--- config.mk ---
export PLATFORM = sky130hd
export DESIGN_NAME = dual_ptr_unit
export DESIGN_NICKNAME = d
export VERILOG_FILES = /design/src/rtl/dual_ptr_pkg.sv /design/src/rtl/dptr_bank.sv /design/src/rtl/dptr_aux_regs.sv /design/src/rtl/dptr_code_adder.sv /design/src/rtl/dual_ptr_unit.sv
export SDC_FILE = /design/constraint.sdc
export NUM_CORES = 1
export LEC_CHECK = 0
export BUFFER_PORTS_ARGS = -buffer_cell sky130_fd_sc_hd__buf_4
export CORE_UTILIZATION = 59
export DETAILED_ROUTE_END_ITERATION = 8
export GPL_ROUTABILITY_DRIVEN = 0
export PLACE_DENSITY = 0.84
export SLEW_MARGIN = 40
export SYNTH_ARGS = -nofsm -noshare
export SYNTH_HDL_FRONTEND = slang
export SYNTH_SLANG_ARGS = --single-unit
--- constraint.sdc ---
create_clock -name clk -period 6.73 [get_ports clk]
set_input_delay 0.673 -clock clk [delete_from_list [all_inputs] [get_ports clk]]
set_output_delay 0.673 -clock clk [all_outputs]
set_load 0.005 [all_outputs]
--- src/rtl/dual_ptr_pkg.sv ---
package dual_ptr_pkg;
  localparam int NPTR  = 2;
  localparam int SEL_W = 1;

  typedef enum logic [2:0] {
    HIT_NONE,
    HIT_PLO,
    HIT_PHI,
    HIT_SEL,
    HIT_CTL
  } sfr_hit_e;
endpackage

--- src/rtl/dptr_bank.sv ---
module dptr_bank
  import dual_ptr_pkg::*;
#(
  parameter int PTR_W  = 16,
  parameter int DATA_W = 8
) (
  input  logic                        clk,
  input  logic                        rst,
  input  logic [SEL_W-1:0]            sel,
  input  logic                        cmd_inc,
  input  logic                        cmd_load,
  input  logic [PTR_W-1:0]            load_val,
  input  logic                        wr_lo,
  input  logic                        wr_hi,
  input  logic [DATA_W-1:0]           wdata,
  output logic [NPTR-1:0][PTR_W-1:0]  ptr_q
);
  localparam int HI_W = PTR_W - DATA_W;

  for (genvar g = 0; g < NPTR; g++) begin : g_ptr
    logic [PTR_W-1:0] val_r;
    logic             active;

    assign active = (sel == SEL_W'(g));

    // core commands outrank SFR byte writes; load outranks increment
    always_ff @(posedge clk) begin
      if (rst) begin
        val_r <= '0;
      end else if (active) begin
        if (cmd_load)       val_r <= load_val;
        else if (cmd_inc)   val_r <= val_r + PTR_W'(1);
        else if (wr_lo)     val_r <= {val_r[PTR_W-1:DATA_W], wdata};
        else if (wr_hi)     val_r <= {wdata[HI_W-1:0], val_r[DATA_W-1:0]};
      end
    end

    assign ptr_q[g] = val_r;
  end
endmodule

--- src/rtl/dptr_aux_regs.sv ---
module dptr_aux_regs
  import dual_ptr_pkg::*;
#(
  parameter int DATA_W = 8
) (
  input  logic              clk,
  input  logic              rst,
  input  logic              we_sel,
  input  logic              we_ctl,
  input  logic [DATA_W-1:0] wdata,
  output logic [SEL_W-1:0]  sel,
  output logic [DATA_W-1:0] sel_img,
  output logic [DATA_W-1:0] ctl_img,
  output logic              ale_off
);
  logic       sel_r;
  logic [1:0] ctl_bits_r;
  logic       ale_r;

  always_ff @(posedge clk) begin
    if (rst) begin
      sel_r      <= 1'b0;
      ctl_bits_r <= 2'b00;
      ale_r      <= 1'b0;
    end else begin
      if (we_sel) begin
        sel_r      <= wdata[0];
        ctl_bits_r <= wdata[4:3];
      end
      if (we_ctl) begin
        ale_r <= wdata[0];
      end
    end
  end

  // bit 2 is hardwired low so read+1 carries no further than bit 1
  always_comb begin
    sel_img      = '0;
    sel_img[0]   = sel_r;
    sel_img[4:3] = ctl_bits_r;
    ctl_img      = '0;
    ctl_img[0]   = ale_r;
  end

  assign sel     = sel_r;
  assign ale_off = ale_r;
endmodule

--- src/rtl/dptr_code_adder.sv ---
module dptr_code_adder #(
  parameter int PTR_W  = 16,
  parameter int DATA_W = 8
) (
  input  logic              clk,
  input  logic [PTR_W-1:0]  base,
  input  logic [DATA_W-1:0] acc,
  output logic [PTR_W-1:0]  code_addr
);
  always_ff @(posedge clk) begin
    code_addr <= base + PTR_W'(acc);
  end
endmodule

--- src/rtl/dual_ptr_unit.sv ---
module dual_ptr_unit
  import dual_ptr_pkg::*;
#(
  parameter int                PTR_W   = 16,
  parameter int                DATA_W  = 8,
  parameter int                ADDR_W  = 8,
  parameter logic [ADDR_W-1:0] ADR_PLO = 8'h82,
  parameter logic [ADDR_W-1:0] ADR_PHI = 8'h83,
  parameter logic [ADDR_W-1:0] ADR_CTL = 8'h8E,
  parameter logic [ADDR_W-1:0] ADR_SEL = 8'hA2
) (
  input  logic              clk,
  input  logic              rst,
  input  logic              sfr_we,
  input  logic [ADDR_W-1:0] sfr_addr,
  input  logic [DATA_W-1:0] sfr_wdata,
  output logic [DATA_W-1:0] sfr_rdata,
  input  logic              cmd_inc,
  input  logic              cmd_load,
  input  logic [PTR_W-1:0]  load_val,
  input  logic [DATA_W-1:0] acc,
  output logic [PTR_W-1:0]  xaddr,
  output logic [PTR_W-1:0]  code_addr,
  output logic              ale_off
);
  localparam int HI_W = PTR_W - DATA_W;

  sfr_hit_e                   hit;
  logic [SEL_W-1:0]           sel;
  logic [NPTR-1:0][PTR_W-1:0] ptr_q;
  logic [DATA_W-1:0]          sel_img;
  logic [DATA_W-1:0]          ctl_img;

  always_comb begin
    hit = HIT_NONE;
    if      (sfr_addr == ADR_PLO) hit = HIT_PLO;
    else if (sfr_addr == ADR_PHI) hit = HIT_PHI;
    else if (sfr_addr == ADR_SEL) hit = HIT_SEL;
    else if (sfr_addr == ADR_CTL) hit = HIT_CTL;
  end

  dptr_bank #(.PTR_W(PTR_W), .DATA_W(DATA_W)) u_bank (
    .clk      (clk),
    .rst      (rst),
    .sel      (sel),
    .cmd_inc  (cmd_inc),
    .cmd_load (cmd_load),
    .load_val (load_val),
    .wr_lo    (sfr_we && hit == HIT_PLO),
    .wr_hi    (sfr_we && hit == HIT_PHI),
    .wdata    (sfr_wdata),
    .ptr_q    (ptr_q)
  );

  dptr_aux_regs #(.DATA_W(DATA_W)) u_aux (
    .clk     (clk),
    .rst     (rst),
    .we_sel  (sfr_we && hit == HIT_SEL),
    .we_ctl  (sfr_we && hit == HIT_CTL),
    .wdata   (sfr_wdata),
    .sel     (sel),
    .sel_img (sel_img),
    .ctl_img (ctl_img),
    .ale_off (ale_off)
  );

  assign xaddr = ptr_q[sel];

  dptr_code_adder #(.PTR_W(PTR_W), .DATA_W(DATA_W)) u_add (
    .clk       (clk),
    .base      (xaddr),
    .acc       (acc),
    .code_addr (code_addr)
  );

  always_ff @(posedge clk) begin
    if (rst) begin
      sfr_rdata <= '0;
    end else begin
      unique case (hit)
        HIT_PLO: sfr_rdata <= xaddr[DATA_W-1:0];
        HIT_PHI: sfr_rdata <= DATA_W'(xaddr[PTR_W-1:PTR_W-HI_W]);
        HIT_SEL: sfr_rdata <= sel_img;
        HIT_CTL: sfr_rdata <= ctl_img;
        default: sfr_rdata <= '0;
      endcase
    end
  end
endmodule

# After elaboration in Yosys (flattened, before gate mapping)
# Cells that the tools add are included.
# Widths: inputs -> output; s select.
# op_classes
n_addsub	3
multipliers	0
n_div	0
order_cmp	1
n_eq_ne	9
shift	0
n_mux	13
bitwise	1
n_reduce_logical	10
# op_table
op	n
$mux 16	8
$add 16x1->16 const B	2
$eq 8x8->1 const B	4
$pmux 8 s4	1
$add 16x8->16	1
$mux 3	4
$eq 3x2->1 const B	2
$reduce_and 3->1	2
$reduce_bool 3->1	2
$logic_and 1x1->1	4
$reduce_and 2->1	2
$eq 3x1->1 const B	1
$eq 3x3->1 const B	1
$ne 3x3->1 const B	1
$lt 1x2->1 const B	1
$not 1->1	1
# word_totals
reg_bits	60
latch_bits	0
ram_bits	0
mem_bits_ro	0
inputBits	45
output_inout_bits	41
wordCells	46
n_memories	0

# Depth between registers and ports, before layout
# Gate-level depths: netlist of run 1.
# depth
word_depth	11
ltp_mapped	11
depth_no_buf	10

# By module
# Synthesis of run 1 repeated with hierarchy kept, for this count alone.
# unflattened
hier_cells	543
hier_area_um2	4459.3
# modules_own_cells
module	n_inst	cells_per_inst	area_per_inst_um2	seq_area_each_um2
dptr_bank	1	338	2502.4	640.6
dptr_code_adder	1	105	1008.5	320.3
dual_ptr_unit	1	73	704.4	160.2
dptr_aux_regs	1	27	244.0	80.1

# Worst setup path after synthesis of run 1
# No wires, ideal clock.
# synth_path
path_kind	register to register
startpoint	register u_aux.sel_r (netlist: u_aux.sel)
endpoint	register u_add.code_addr[12]
setup_ns	0.126
arrival_time_ns	2.783
t_required_ns	6.604
setup_slack_ns	3.822
stages_incl_launch_ff	10
n_path_buf	2
period_less_slack_ns	2.908
cell_sequence	dfxtp_1 clkbuf_1 clkbuf_1 mux2_2 ha_1 nor2b_1 o31a_1 o32ai_1 a211oi_1 xnor2_1
# synth_between
elab_chain_cells	3
# synth_rtl
item	line	source
start, declared	dptr_aux_regs.sv:16	logic sel_r;
start signal, assigned	dptr_aux_regs.sv:27	sel_r <= wdata[0];
$mux 16 (not written as such) (2 in a row)	dual_ptr_unit.sv:67	assign xaddr = ptr_q[sel];
named net xaddr[2]	dual_ptr_unit.sv:22	output logic [PTR_W-1:0] xaddr,
$add 16x8->16	dptr_code_adder.sv:11	code_addr <= base + PTR_W'(acc);
end signal, assigned	dptr_code_adder.sv:11	
end, declared	dptr_code_adder.sv:8	output logic [PTR_W-1:0] code_addr
# The timed path passes the listed nets, and every way through them passes these cells. The select of a mux whose other input is x is not followed.
# A chain may end at the register's enable or synchronous reset.

# Worst setup path in the final report of run 1
# layout_path
startpoint	register u_aux.sel_r (netlist: u_aux.sel)
endpoint	register u_add.code_addr[12]
# layout_between
elab_chain_cells	3
# layout_rtl
item	line
$mux 16 (not written as such) (2 in a row)	dual_ptr_unit.sv:67
$add 16x8->16	dptr_code_adder.sv:11
# Every way passes these cells. The select of a mux whose other input is x is not followed.

==> results.cfg, run 1 <==
[outcome]
status = complete, no violations

[clocking]
cts.repair_timing.setup_buffer_count = 0
htree_levels = 3
worst_path_clk_slew_ns = 0.07
cts_made_buffers = 9
post_cts_hold_buffer_count = 0
cts_repair_resize_count = 0
clock_path_buffers = 2
root_buffer = sky130_fd_sc_hd__clkbuf_8
clk-insertion-delay-late_ns = 0.35
numClockSinks = 60
tritoncts = yes

[detailed_routing]
wl_per_cell_um = 18.12
route.detailed.drc = 0
drt_first_iter_violations = 390
drt_first_pass_iters = 5
routed_via_density = 6.387
drt_wl_total_um = 11110
route.vias.total = 3915
ant_nets = 0

[timing]
clock.fmax_mhz = 323.0
setup_repair_after_global_routing_missed_its_margin = no
max_slew.worst_pin.slew_ns = 0.7581
max-slew-margin-rel = 0.4907
finalWorstSetupSlack_ns = 3.634
hold_viol_final = 0
post-route-min-period_ns = 3.096
setup_viol = 0
slew_viol_final = 0
fin_worst_skew_ns = 0.007815
hold-worst-slack_ns = 0.4974
min_period_over_period = 0.4600
totalNegativeSetupSlack_ns = 0

[synthesis]
fraction_of_synthesized_cell_area_in_xor_and_xnor_cells = 0.06818
mappedNetlistNets = 524
yosysWarnings = 0
number_of_enable_type_register_cells_in_the_synthesized_netlist = 0
synth_simple_gate_area_share = 0.2471
yosys.area_share.adder = 0.03766
async_reset_ff_frac = 0
largest_family_of_logic_cells_by_synthesized_area = simple AND/OR/NAND/NOR gates
muxShareOfSynthArea = 0.05357
yosysUniqueCellTypes = 59
mean_area_per_synthesized_cell_um2 = 8.234
yosys_register_bits = 60
synthesis.area_um2 = 3854
synth-compound-area-share = 0.2364
synth-seq-area-share = 0.3117
ys_dominant_reg_cell = sky130_fd_sc_hd__dfxtp_1
synth_cells = 468

[global_route]
grt_util_met2 = 0.5067
first_global_vias = 3577
groute.layer.met1.usage = 0.4286
globalRouteTotalUtil = 0.3246
grt_antenna_before_repair = 0
gr_ovfl_total = 0
use_met3 = 0.07157
globalRoute.busiestLayer = met2
global_route_wire_length_before_repair_um = 17840
grt_max_degree = 50

[min_path]
min_delay_path_depth = 2
worst_hold_startpoint = u_aux.ctl_bits_r[1]$_SDFFE_PP0P_
min_to = u_aux.ctl_bits_r[1]$_SDFFE_PP0P_
timing.hold.worst.class = reg2reg

[worst_setup_path]
critical_path.reg2reg.endpoint = u_add.code_addr[12]$_DFF_P_
reg2reg_slack_ns = 3.63
cp_slowest_cell = sky130_fd_sc_hd__o32ai_1
critPathBufInv = 1
critical_path.cell_chain = buf_4, mux2_2, ha_1, nor2b_1, o31a_1, o32ai_1, a211oi_1, xnor2_1
worst-setup-path-type = reg2reg
setup.worst_path.end_class = flop
startpoint_of_the_most_critical_register_to_register_path = u_aux.sel$_SDFFE_PP0P_
cpLargestDelayFamily = compound AO/OA/AOI/OAI gates
wp_data_required_ns = 6.95
start_kind = flop
r2r_cells = 8
cp_max_fo = 21
cp.arrival_ns = 3.32
critPathMaxStageDelay_ns = 0.59

[layout]
n_antenna_cell = 0
fin_cells = 613
layout.filler_cells = 497
layout-drive-gt1-share = 0.2239
final_common_cell = sky130_fd_sc_hd__buf_4
finish.net_count = 588
layout_utilization = 0.7329
post-route-cell-area_um2 = 4627
highest_count_cells_in_the_layout_ignoring_fill_and_taps = 86 x sky130_fd_sc_hd__buf_4, 60 x sky130_fd_sc_hd__dfxtp_1, 48 x sky130_fd_sc_hd__nor2_1, 30 x sky130_fd_sc_hd__nand2_1, 29 x sky130_fd_sc_hd__a21oi_1
area_growth_syn_to_layout_pct = 20.06

[pwr]
power.switching_mw = 0.2377
power-per-cell-area_nw_per_um2 = 178.4
pwr-share-seq = 0.474
design_power_total_mw = 0.8252
peakVddDrop_mv = 0.1506
power.combinational.fraction = 0.200
clkPwrFrac = 0.325
power.switching_fraction = 0.2881
static_leakage_power_nw = 1.836
intPower_mw = 0.5875

[die]
full_die_area_um2 = 6859
floorplan.initialDensity = 0.6104
pin_count = 86
die_h_um = 82.82
std_cell_rows = 29
fp.coreArea_um2 = 6314
width_of_the_die_um = 82.82

[placement]
io_buffer_count = 85
detailed_place_hpwl_um = 8039
dp_worst_setup_slack_ns = 3.692
place_area_um2 = 4477
numPlacedInstances = 598

[job]
timing.max_cap.violations = 0
worst max path at each step:
| stage | end | cells past startpoint | from |
|---|---|---|---|
| final | u_add.code_addr[12]$_DFF_P_ | 8 | u_aux.sel$_SDFFE_PP0P_ |
| after global routing | u_add.code_addr[12]$_DFF_P_ | 8 | u_aux.sel$_SDFFE_PP0P_ |
| after CTS | u_add.code_addr[12]$_DFF_P_ | 8 | u_aux.sel$_SDFFE_PP0P_ |
| after detailed placement | u_add.code_addr[12]$_DFF_P_ | 8 | u_aux.sel$_SDFFE_PP0P_ |
| after global placement | u_add.code_addr[12]$_DFF_P_ | 8 | u_aux.sel$_SDFFE_PP0P_ |
| after floorplan | u_add.code_addr[12]$_DFF_P_ | 9 | u_aux.sel$_SDFFE_PP0P_ |
state kept, by name, indices dropped and copies added (netlist names):
name,count
u_aux.ctl_bits_r,2
u_bank.g_ptr.val_r,32
u_add.code_addr,16
u_aux.ale_off,1
u_aux.sel,1
sfr_rdata,8
area by class of cell:
| cell class | count | area, µm² | area share |
|---|---|---|---|
| clock buffers | 12 | 135.1 | 0.02921 |
| flip-flops and latches | 60 | 1201 | 0.2596 |
| well taps | 77 | 96.34 | 0.02082 |
| inverters | 11 | 41.29 | 0.008924 |
| multi-input cells | 364 | 2492 | 0.5387 |
| repair buffers | 86 | 645.6 | 0.1395 |
| clock inverters | 3 | 15.01 | 0.003245 |
kinds of logic (layout without fill, tap and decap cells):
kind of cell,Yosys count,after routing
muxes,19,19
adders and majority gates,11,11
AOI/OAI and AO/OA,129,129
buffers and inverters,44,112
DFF,60,60
xor gates and xnor gates,30,30
and+or+nand+nor,175,175
power groups by stage:
stage	Clock [mW]	Combinational (mW)	Sequential (mW)
after floorplan	0	0.0895	0.395
after global placement	0	0.158	0.398
after detailed placement	0	0.162	0.399
after CTS	0.269	0.163	0.391
after global routing	0.286	0.179	0.393
final	0.269	0.165	0.392
metal layers:
layer	vias to the layer above	share of wire
met5	-	0
met4	0	0.027
met3	23	0.096
met2	206	0.45
met1	1811	0.43
li1	1875	-
synthesized netlist by cell type (2+ instances only):
| cell type | number | area share |
|---|---|---|
| sky130_fd_sc_hd__dfxtp_1 | 60 | 0.31 |
| sky130_fd_sc_hd__nor2_1 | 48 | 0.047 |
| sky130_fd_sc_hd__nand2_1 | 30 | 0.029 |
| sky130_fd_sc_hd__a21oi_1 | 29 | 0.038 |
| sky130_fd_sc_hd__clkbuf_1 | 27 | 0.026 |
| sky130_fd_sc_hd__xor2_1 | 19 | 0.043 |
| sky130_fd_sc_hd__a221oi_1 | 17 | 0.039 |
| sky130_fd_sc_hd__nand3_1 | 17 | 0.022 |
| sky130_fd_sc_hd__mux2_2 | 13 | 0.038 |
| sky130_fd_sc_hd__nand3b_1 | 13 | 0.025 |
| sky130_fd_sc_hd__o21ai_0 | 12 | 0.016 |
| sky130_fd_sc_hd__xnor2_1 | 11 | 0.025 |
| sky130_fd_sc_hd__ha_1 | 10 | 0.032 |
| sky130_fd_sc_hd__inv_1 | 10 | 0.0097 |
| sky130_fd_sc_hd__nand4_1 | 10 | 0.016 |
| sky130_fd_sc_hd__a211oi_1 | 9 | 0.018 |
| sky130_fd_sc_hd__nor3_1 | 9 | 0.012 |
| sky130_fd_sc_hd__or3_1 | 9 | 0.015 |
| sky130_fd_sc_hd__nor2b_1 | 8 | 0.013 |
| sky130_fd_sc_hd__o31ai_1 | 8 | 0.016 |
| sky130_fd_sc_hd__o41ai_1 | 7 | 0.016 |
| sky130_fd_sc_hd__mux2i_1 | 6 | 0.016 |
| sky130_fd_sc_hd__nand2b_1 | 6 | 0.0097 |
| sky130_fd_sc_hd__nor4_1 | 6 | 0.0097 |
| sky130_fd_sc_hd__a21o_1 | 5 | 0.0097 |
| sky130_fd_sc_hd__a22oi_1 | 5 | 0.0097 |
| sky130_fd_sc_hd__a31oi_1 | 5 | 0.0081 |
| sky130_fd_sc_hd__o21a_1 | 5 | 0.0097 |
| sky130_fd_sc_hd__a32oi_1 | 4 | 0.0091 |
| sky130_fd_sc_hd__nor3b_1 | 4 | 0.0078 |
| sky130_fd_sc_hd__o21bai_1 | 4 | 0.0078 |
| sky130_fd_sc_hd__a311oi_1 | 3 | 0.0068 |
| sky130_fd_sc_hd__a31o_2 | 3 | 0.0068 |
| sky130_fd_sc_hd__and4b_1 | 3 | 0.0078 |
| sky130_fd_sc_hd__buf_1 | 3 | 0.0029 |
| sky130_fd_sc_hd__buf_2 | 2 | 0.0026 |
| sky130_fd_sc_hd__nand4b_1 | 2 | 0.0045 |
| sky130_fd_sc_hd__o211ai_1 | 2 | 0.0039 |
| sky130_fd_sc_hd__o21ai_1 | 2 | 0.0026 |
| sky130_fd_sc_hd__o31a_1 | 2 | 0.0045 |
| sky130_fd_sc_hd__o32ai_1 | 2 | 0.0045 |
worst reg2reg max path, stage by stage, from the launching register on:
cell	delay, ns
sky130_fd_sc_hd__dfxtp_1	0.55
sky130_fd_sc_hd__buf_4	0.34
sky130_fd_sc_hd__mux2_2	0.40
sky130_fd_sc_hd__ha_1	0.33
sky130_fd_sc_hd__nor2b_1	0.17
sky130_fd_sc_hd__o31a_1	0.28
sky130_fd_sc_hd__o32ai_1	0.59
sky130_fd_sc_hd__a211oi_1	0.15
sky130_fd_sc_hd__xnor2_1	0.16
Power figures use the tool's default switching activity.
==> inputs of run 2 (changes only) <==
CORE_UTILIZATION = 55   (was 59)
PLACE_DENSITY = 0.79   (was 0.84)
clock period = 3.1 ns   (was 6.73 ns; I/O delays follow)
==> run 2 against run 1 <==
Net effect: total power is 150% higher; maximum frequency increased by 11%; setup slack worse by 3.3 ns; register-to-register slack worse by 3.3 ns; critical path type unchanged; hold slack worse by 0.32 ns; clock power increased to 3.1 times the previous value; combinational power is 120% higher; core utilization shrank 3.4 points; critical path depth shrank 1; first-iteration DRC count down 14%; highest routed layer unchanged; sequential cell count unchanged.
==> results.cfg, run 2 (synthesized netlist as in run 1, its figures left out) <==
[timing]
post-route-min-period_ns = 2.787
max-slew-margin-rel = 0.5122
totalNegativeSetupSlack_ns = 0
fin_worst_skew_ns = 0.006914
setup_viol = 0
hold_viol_final = 0
min_period_over_period = 0.8989
clock.fmax_mhz = 358.9
setup_repair_after_global_routing_missed_its_margin = no
max_slew.worst_pin.slew_ns = 0.7268
slew_viol_final = 0

[clocking]
cts.repair_timing.setup_buffer_count = 0
clk-insertion-delay-late_ns = 0.35
worst_path_clk_slew_ns = 0.07
tritoncts = yes
root_buffer = sky130_fd_sc_hd__clkbuf_8
numClockSinks = 60
htree_levels = 3
post_cts_hold_buffer_count = 0
cts_made_buffers = 9
clock_path_buffers = 2
cts_repair_resize_count = 0

[layout]
post-route-cell-area_um2 = 4748
highest_count_cells_in_the_layout_ignoring_fill_and_taps = 87 x sky130_fd_sc_hd__buf_4, 60 x sky130_fd_sc_hd__dfxtp_1, 48 x sky130_fd_sc_hd__nor2_1, 30 x sky130_fd_sc_hd__nand2_1, 29 x sky130_fd_sc_hd__a21oi_1
regMostFlops = u_bank.g_ptr.val_r
n_antenna_cell = 0
area_growth_syn_to_layout_pct = 23.21
largest_register_ffs = 32
largestRegisters = u_bank.g_ptr.val_r: 32 flops, u_add.code_addr: 16 flops, sfr_rdata: 8 flops
final_common_cell = sky130_fd_sc_hd__buf_4
finish.net_count = 589
layout-drive-gt1-share = 0.2342

[pwr]
pwr-share-seq = 0.413
clkPwrFrac = 0.410
power-per-cell-area_nw_per_um2 = 433.3
power.combinational.fraction = 0.177
power.switching_fraction = 0.2663
power.switching_mw = 0.5479
peakVddDrop_mv = 0.2058
intPower_mw = 1.510
static_leakage_power_nw = 1.884

[global_route]
first_global_vias = 3685
grt_antenna_before_repair = 0
grt_max_degree = 50
globalRouteTotalUtil = 0.3245
global_route_wire_length_before_repair_um = 18490
gr_ovfl_total = 0

[detailed_routing]
route.detailed.drc = 0
wl_per_cell_um = 18.65
drt_wl_total_um = 11820
drt_first_pass_iters = 5
routed_via_density = 6.402
ant_nets = 0
route.vias.total = 4059
drt_first_iter_violations = 335

[die]
full_die_area_um2 = 7345
std_cell_rows = 30
fp.coreArea_um2 = 6794
floorplan.initialDensity = 0.5672
width_of_the_die_um = 85.71
die_h_um = 85.71
pin_count = 86

[outcome]
status = complete, no violations

[job]
timing.max_cap.violations = 0

[placement]
detailed_place_hpwl_um = 8388
io_buffer_count = 85
place_area_um2 = 4508

[worst_setup_path]
cp_max_fo = 11
wp_data_required_ns = 3.33
r2r_cells = 7
cp.arrival_ns = 3.02
start_kind = flop
setup.worst_path.end_class = flop
worst-setup-path-type = reg2reg

[min_path]
timing.hold.worst.class = in2reg
min_delay_path_depth = 2
## run 2: changes by cell type in the layout (fill, tap and decap cells not counted), sizes merged
| cell | change |
|---|---|
| buf | +1 |
| bufinv | +2 |
| clkinv | -1 |
## run 2: worst max-delay path: stages (launching register included)
cell and delay (ns):
sky130_fd_sc_hd__dfxtp_1 0.58, sky130_fd_sc_hd__mux2_2 0.43, sky130_fd_sc_hd__ha_1 0.34, sky130_fd_sc_hd__nor2b_1 0.17, sky130_fd_sc_hd__o31a_1 0.28, sky130_fd_sc_hd__o32ai_1 0.58
sky130_fd_sc_hd__a211oi_1 0.13, sky130_fd_sc_hd__xnor2_1 0.15
## run 2: per-stage QoR
step / utilization / setup slack, ns / hold WS (ns) / cells / power, mW
6_report: 0.6989 / 0.3134 / 0.1822 / 634 / 2.057
3_3_place_gp: 0.6613 / 0.4688 / 0.4697 / 618 / 1.212
3_5_place_dp: 0.6635 / 0.3693 / 0.4908 / 618 / 1.223
2_1_floorplan: - / 0.1917 / 0.4401 / 468 / 1.051
4_1_cts: 0.6982 / 0.3534 / 0.1831 / 634 / 2.054
5_1_grt: 0.6989 / 0.2516 / 0.1933 / 634 / 2.128
## run 2: area by class of cell
cell class / count / area [µm²]
flip-flops and latches: 60 / 1201
clock inverters: 4 / 70.07
inverters: 11 / 41.29
well taps: 96 / 120.1
repair buffers: 87 / 653.1
multi-input cells: 364 / 2497
clock buffers: 12 / 165.2
fillers: 569 / 2046
## run 2: power by group through the flow
| stage | registers (mW) | logic, mW | clock network (mW) |
|---|---|---|---|
| final | 0.849 | 0.365 | 0.844 |
| after global routing | 0.853 | 0.393 | 0.881 |
| after CTS | 0.848 | 0.360 | 0.846 |
| after detailed placement | 0.865 | 0.358 | 0 |
| after global placement | 0.864 | 0.348 | 0 |
| after floorplan | 0.857 | 0.194 | 0 |
## run 2: final timing paths
kind | from | end | slack (ns)
setup reg to reg | u_aux.sel$_SDFFE_PP0P_ | u_add.code_addr[12]$_DFF_P_ | 0.31
setup / recovery | u_aux.sel$_SDFFE_PP0P_ | u_add.code_addr[12]$_DFF_P_ | 0.31
hold reg to reg | u_aux.ctl_bits_r[0]$_SDFFE_PP0P_ | u_aux.ctl_bits_r[0]$_SDFFE_PP0P_ | 0.51
hold / removal | acc[0] | u_add.code_addr[0]$_DFF_P_ | 0.18
## run 2: routing by layer
metal,GRT usage,up-vias,wire length [µm],part of all wire
met5,0,-,0,0
met2,0.5069,241,5421,0.46
met1,0.4274,1905,4934,0.42
met4,0.1939,0,463,0.039
met3,0.04524,33,1004,0.085
li1,-,1880,-,-
==> inputs of run 3 (changes only) <==
ABC_AREA = 1   (was unset)
CORE_MARGIN = 2   (was unset)
CORE_UTILIZATION = 56   (was 55)
==> run 3 against run 2 <==
Net effect: first-iteration DRC count is 22% higher; synthesized area is 9.7% higher; via count is 20% higher; die area up 12%; hold slack gained 0.023 ns; final area increased by 7.2%; maximum frequency is 3.1% higher; combinational power up 12%; wire length increased by 8.7%; register-to-register slack better by 0.08 ns; count of clock-buffer cells in the layout unchanged; largest cell class unchanged; largest power group unchanged; highest routed layer unchanged.
==> results.cfg, run 3 <==
[outcome]
status = complete, no violations

[synthesis]
synthTopCellsByArea = sky130_fd_sc_hd__dfxtp_1 28%, sky130_fd_sc_hd__nand2_1 23%, sky130_fd_sc_hd__nor2_1 8.0%, sky130_fd_sc_hd__inv_1 7.4%, sky130_fd_sc_hd__a21oi_1 7.0%
synth_common_cells = 254 x sky130_fd_sc_hd__nand2_1, 90 x sky130_fd_sc_hd__nor2_1, 83 x sky130_fd_sc_hd__inv_1, 60 x sky130_fd_sc_hd__dfxtp_1, 59 x sky130_fd_sc_hd__a21oi_1
number_of_enable_type_register_cells_in_the_synthesized_netlist = 0
mean_area_per_synthesized_cell_um2 = 5.856
yosysWarnings = 0
synth-seq-area-share = 0.2841
ys_dominant_reg_cell = sky130_fd_sc_hd__dfxtp_1
post-synth-top-count-cell = sky130_fd_sc_hd__nand2_1
async_reset_ff_frac = 0
yosysUniqueCellTypes = 31
synth_area_leader_cell = sky130_fd_sc_hd__dfxtp_1
synth_cells = 722
yosys_register_bits = 60
synth_top_area_frac = 0.2841
synthesis.area_um2 = 4228
mappedNetlistNets = 778

[layout]
regMostFlops = u_bank.g_ptr.val_r
finish.net_count = 855
final_common_cell = sky130_fd_sc_hd__nand2_1
n_antenna_cell = 0
largest_register_ffs = 32
area_growth_syn_to_layout_pct = 20.45
highest_count_cells_in_the_layout_ignoring_fill_and_taps = 254 x sky130_fd_sc_hd__nand2_1, 90 x sky130_fd_sc_hd__nor2_1, 88 x sky130_fd_sc_hd__buf_4, 83 x sky130_fd_sc_hd__inv_1, 60 x sky130_fd_sc_hd__dfxtp_1
layout-drive-gt1-share = 0.1592
fin_cells = 903
layout.filler_cells = 666
largestRegisters = u_bank.g_ptr.val_r: 32 flops, u_add.code_addr: 16 flops, sfr_rdata: 8 flops

[detailed_routing]
wl_per_cell_um = 14.24
route.detailed.drc = 0
ant_nets = 0
drt_first_iter_violations = 409
drt_first_pass_iters = 6
drt_wl_total_um = 12860
routed_via_density = 5.412
route.vias.total = 4887

[worst_setup_path]
r2r_cells = 11
worst-setup-path-type = reg2reg
startpoint_of_the_most_critical_register_to_register_path = u_bank.g_ptr[0].val_r[0]$_SDFFE_PP0P_
start_kind = flop
cp.arrival_ns = 2.98
critical_path.reg2reg.endpoint = u_add.code_addr[14]$_DFF_P_
reg2reg_slack_ns = 0.40
cp_max_fo = 4
wp_data_required_ns = 3.38
setup.worst_path.end_class = flop

[pwr]
design_power_total_mw = 1.988
peakVddDrop_mv = 0.2183
static_leakage_power_nw = 2.549
power-per-cell-area_nw_per_um2 = 390.3

[timing]
max_slew.worst_pin.slew_ns = 0.7880
clock.fmax_mhz = 370.0
totalNegativeSetupSlack_ns = 0
min_period_over_period = 0.8718
finalWorstSetupSlack_ns = 0.3974
post-route-min-period_ns = 2.703
setup_repair_after_global_routing_missed_its_margin = no
max-slew-margin-rel = 0.4741
slew_viol_final = 0
fin_worst_skew_ns = 0.01051
setup_viol = 0
hold_viol_final = 0

[clocking]
tritoncts = yes
clk-insertion-delay-late_ns = 0.34
post_cts_hold_buffer_count = 0
clock_path_buffers = 2
worst_path_clk_slew_ns = 0.07
root_buffer = sky130_fd_sc_hd__clkbuf_8
cts.repair_timing.setup_buffer_count = 0
cts_repair_resize_count = 0
cts_made_buffers = 9
numClockSinks = 60
htree_levels = 3

[global_route]
first_global_vias = 4441
global_route_wire_length_before_repair_um = 21280
grt_max_degree = 38
grt_antenna_before_repair = 0
globalRouteTotalUtil = 0.3180
gr_ovfl_total = 0

[die]
width_of_the_die_um = 90.89
die_h_um = 90.89
std_cell_rows = 31
pin_count = 86
fp.coreArea_um2 = 7292
floorplan.initialDensity = 0.5798
full_die_area_um2 = 8261

[placement]
io_buffer_count = 85
dp_worst_setup_slack_ns = 0.4687
detailed_place_hpwl_um = 9587
numPlacedInstances = 887

[min_path]
min_delay_path_depth = 2
worst_hold_startpoint = acc[0]
min_to = u_add.code_addr[0]$_DFF_P_
timing.hold.worst.class = in2reg

[job]
timing.max_cap.violations = 0
[run 3: cell types whose count changed in the layout (fill, tap and decap cells not counted), moves of 17 or more]
| cell | before | now |
|---|---|---|
| sky130_fd_sc_hd__a221oi_1 | 17 | 0 |
| sky130_fd_sc_hd__nand2_1 | 30 | 254 |
| sky130_fd_sc_hd__nor2_1 | 48 | 90 |
| sky130_fd_sc_hd__o21ai_0 | 12 | 40 |
| sky130_fd_sc_hd__a21oi_1 | 29 | 59 |
| sky130_fd_sc_hd__inv_1 | 10 | 83 |
| sky130_fd_sc_hd__nand3_1 | 17 | 42 |
[run 3: worst max-delay path, stage by stage (launching register included)]
cell,delay (ns)
sky130_fd_sc_hd__dfxtp_1,0.38
sky130_fd_sc_hd__inv_1,0.08
sky130_fd_sc_hd__o21ai_0,0.38
sky130_fd_sc_hd__ha_1,0.25
sky130_fd_sc_hd__inv_1,0.07
sky130_fd_sc_hd__fa_1,0.41
sky130_fd_sc_hd__o21ai_0,0.37
sky130_fd_sc_hd__nand2_1,0.10
sky130_fd_sc_hd__nand2_1,0.16
sky130_fd_sc_hd__nand3_1,0.13
sky130_fd_sc_hd__nor2_1,0.15
sky130_fd_sc_hd__xor2_1,0.14
[run 3: worst max path at each step]
stage | startpoint | endpoint | cells past startpoint
2_1_floorplan | u_aux.sel$_SDFFE_PP0P_ | u_add.code_addr[14]$_DFF_P_ | 11
5_1_grt | u_aux.sel$_SDFFE_PP0P_ | u_add.code_addr[15]$_DFF_P_ | 11
3_3_place_gp | u_bank.g_ptr[0].val_r[0]$_SDFFE_PP0P_ | u_add.code_addr[14]$_DFF_P_ | 11
3_5_place_dp | u_bank.g_ptr[0].val_r[0]$_SDFFE_PP0P_ | u_add.code_addr[14]$_DFF_P_ | 11
4_1_cts | u_bank.g_ptr[0].val_r[0]$_SDFFE_PP0P_ | u_add.code_addr[14]$_DFF_P_ | 11
6_report | u_bank.g_ptr[0].val_r[0]$_SDFFE_PP0P_ | u_add.code_addr[14]$_DFF_P_ | 11
[run 3: stage by stage]
| step | util | cell area [µm²] | hold WS [ns] |
|---|---|---|---|
| floorplan | - | 4228 | 0.4297 |
| global placement | 0.6706 | 4890 | 0.4444 |
| detailed placement | 0.6706 | 4890 | 0.4530 |
| CTS | 0.6984 | 5092 | 0.2055 |
| global route | 0.6984 | 5092 | 0.2011 |
| finish | 0.6984 | 5092 | 0.2056 |
[run 3: final cells by class]
type                            count  area (µm²)  share of cell area
Sequential cell                    60        1201              0.2359
Clock inverter                      4       47.55            0.009337
Inverter                           88       331.6             0.06511
Multi-Input combinational cell    552        2572              0.5052
Clock buffer                       12       155.1             0.03047
Tap cell                           99       123.9             0.02432
Timing Repair Buffer               88       660.6              0.1297
[run 3: kinds of logic (layout without fill, tap and decap cells)]
| family | Yosys count | in the layout | share of synthesized area |
|---|---|---|---|
| xor gates and xnor gates | 17 | 17 | 0.03522 |
| DFF | 60 | 60 | 0.2841 |
| and+or+nand+nor | 414 | 414 | 0.4016 |
| buffers and inverters | 110 | 192 | 0.1074 |
| adders and majority gates | 11 | 11 | 0.03433 |
| AOI/OAI and AO/OA | 110 | 110 | 0.1373 |
[run 3: power by group]
group	switching, mW	internal [mW]
Combinational	0.233	0.174
Clock	0.320	0.413
Sequential	0.0261	0.822
[run 3: routing by layer]
| layer | part of all wire | global-route usage |
|---|---|---|
| met1 | 0.41 | 0.4259 |
| met4 | 0.025 | 0.1364 |
| met3 | 0.095 | 0.03756 |
| met2 | 0.47 | 0.5174 |
| met5 | 0 | 0 |
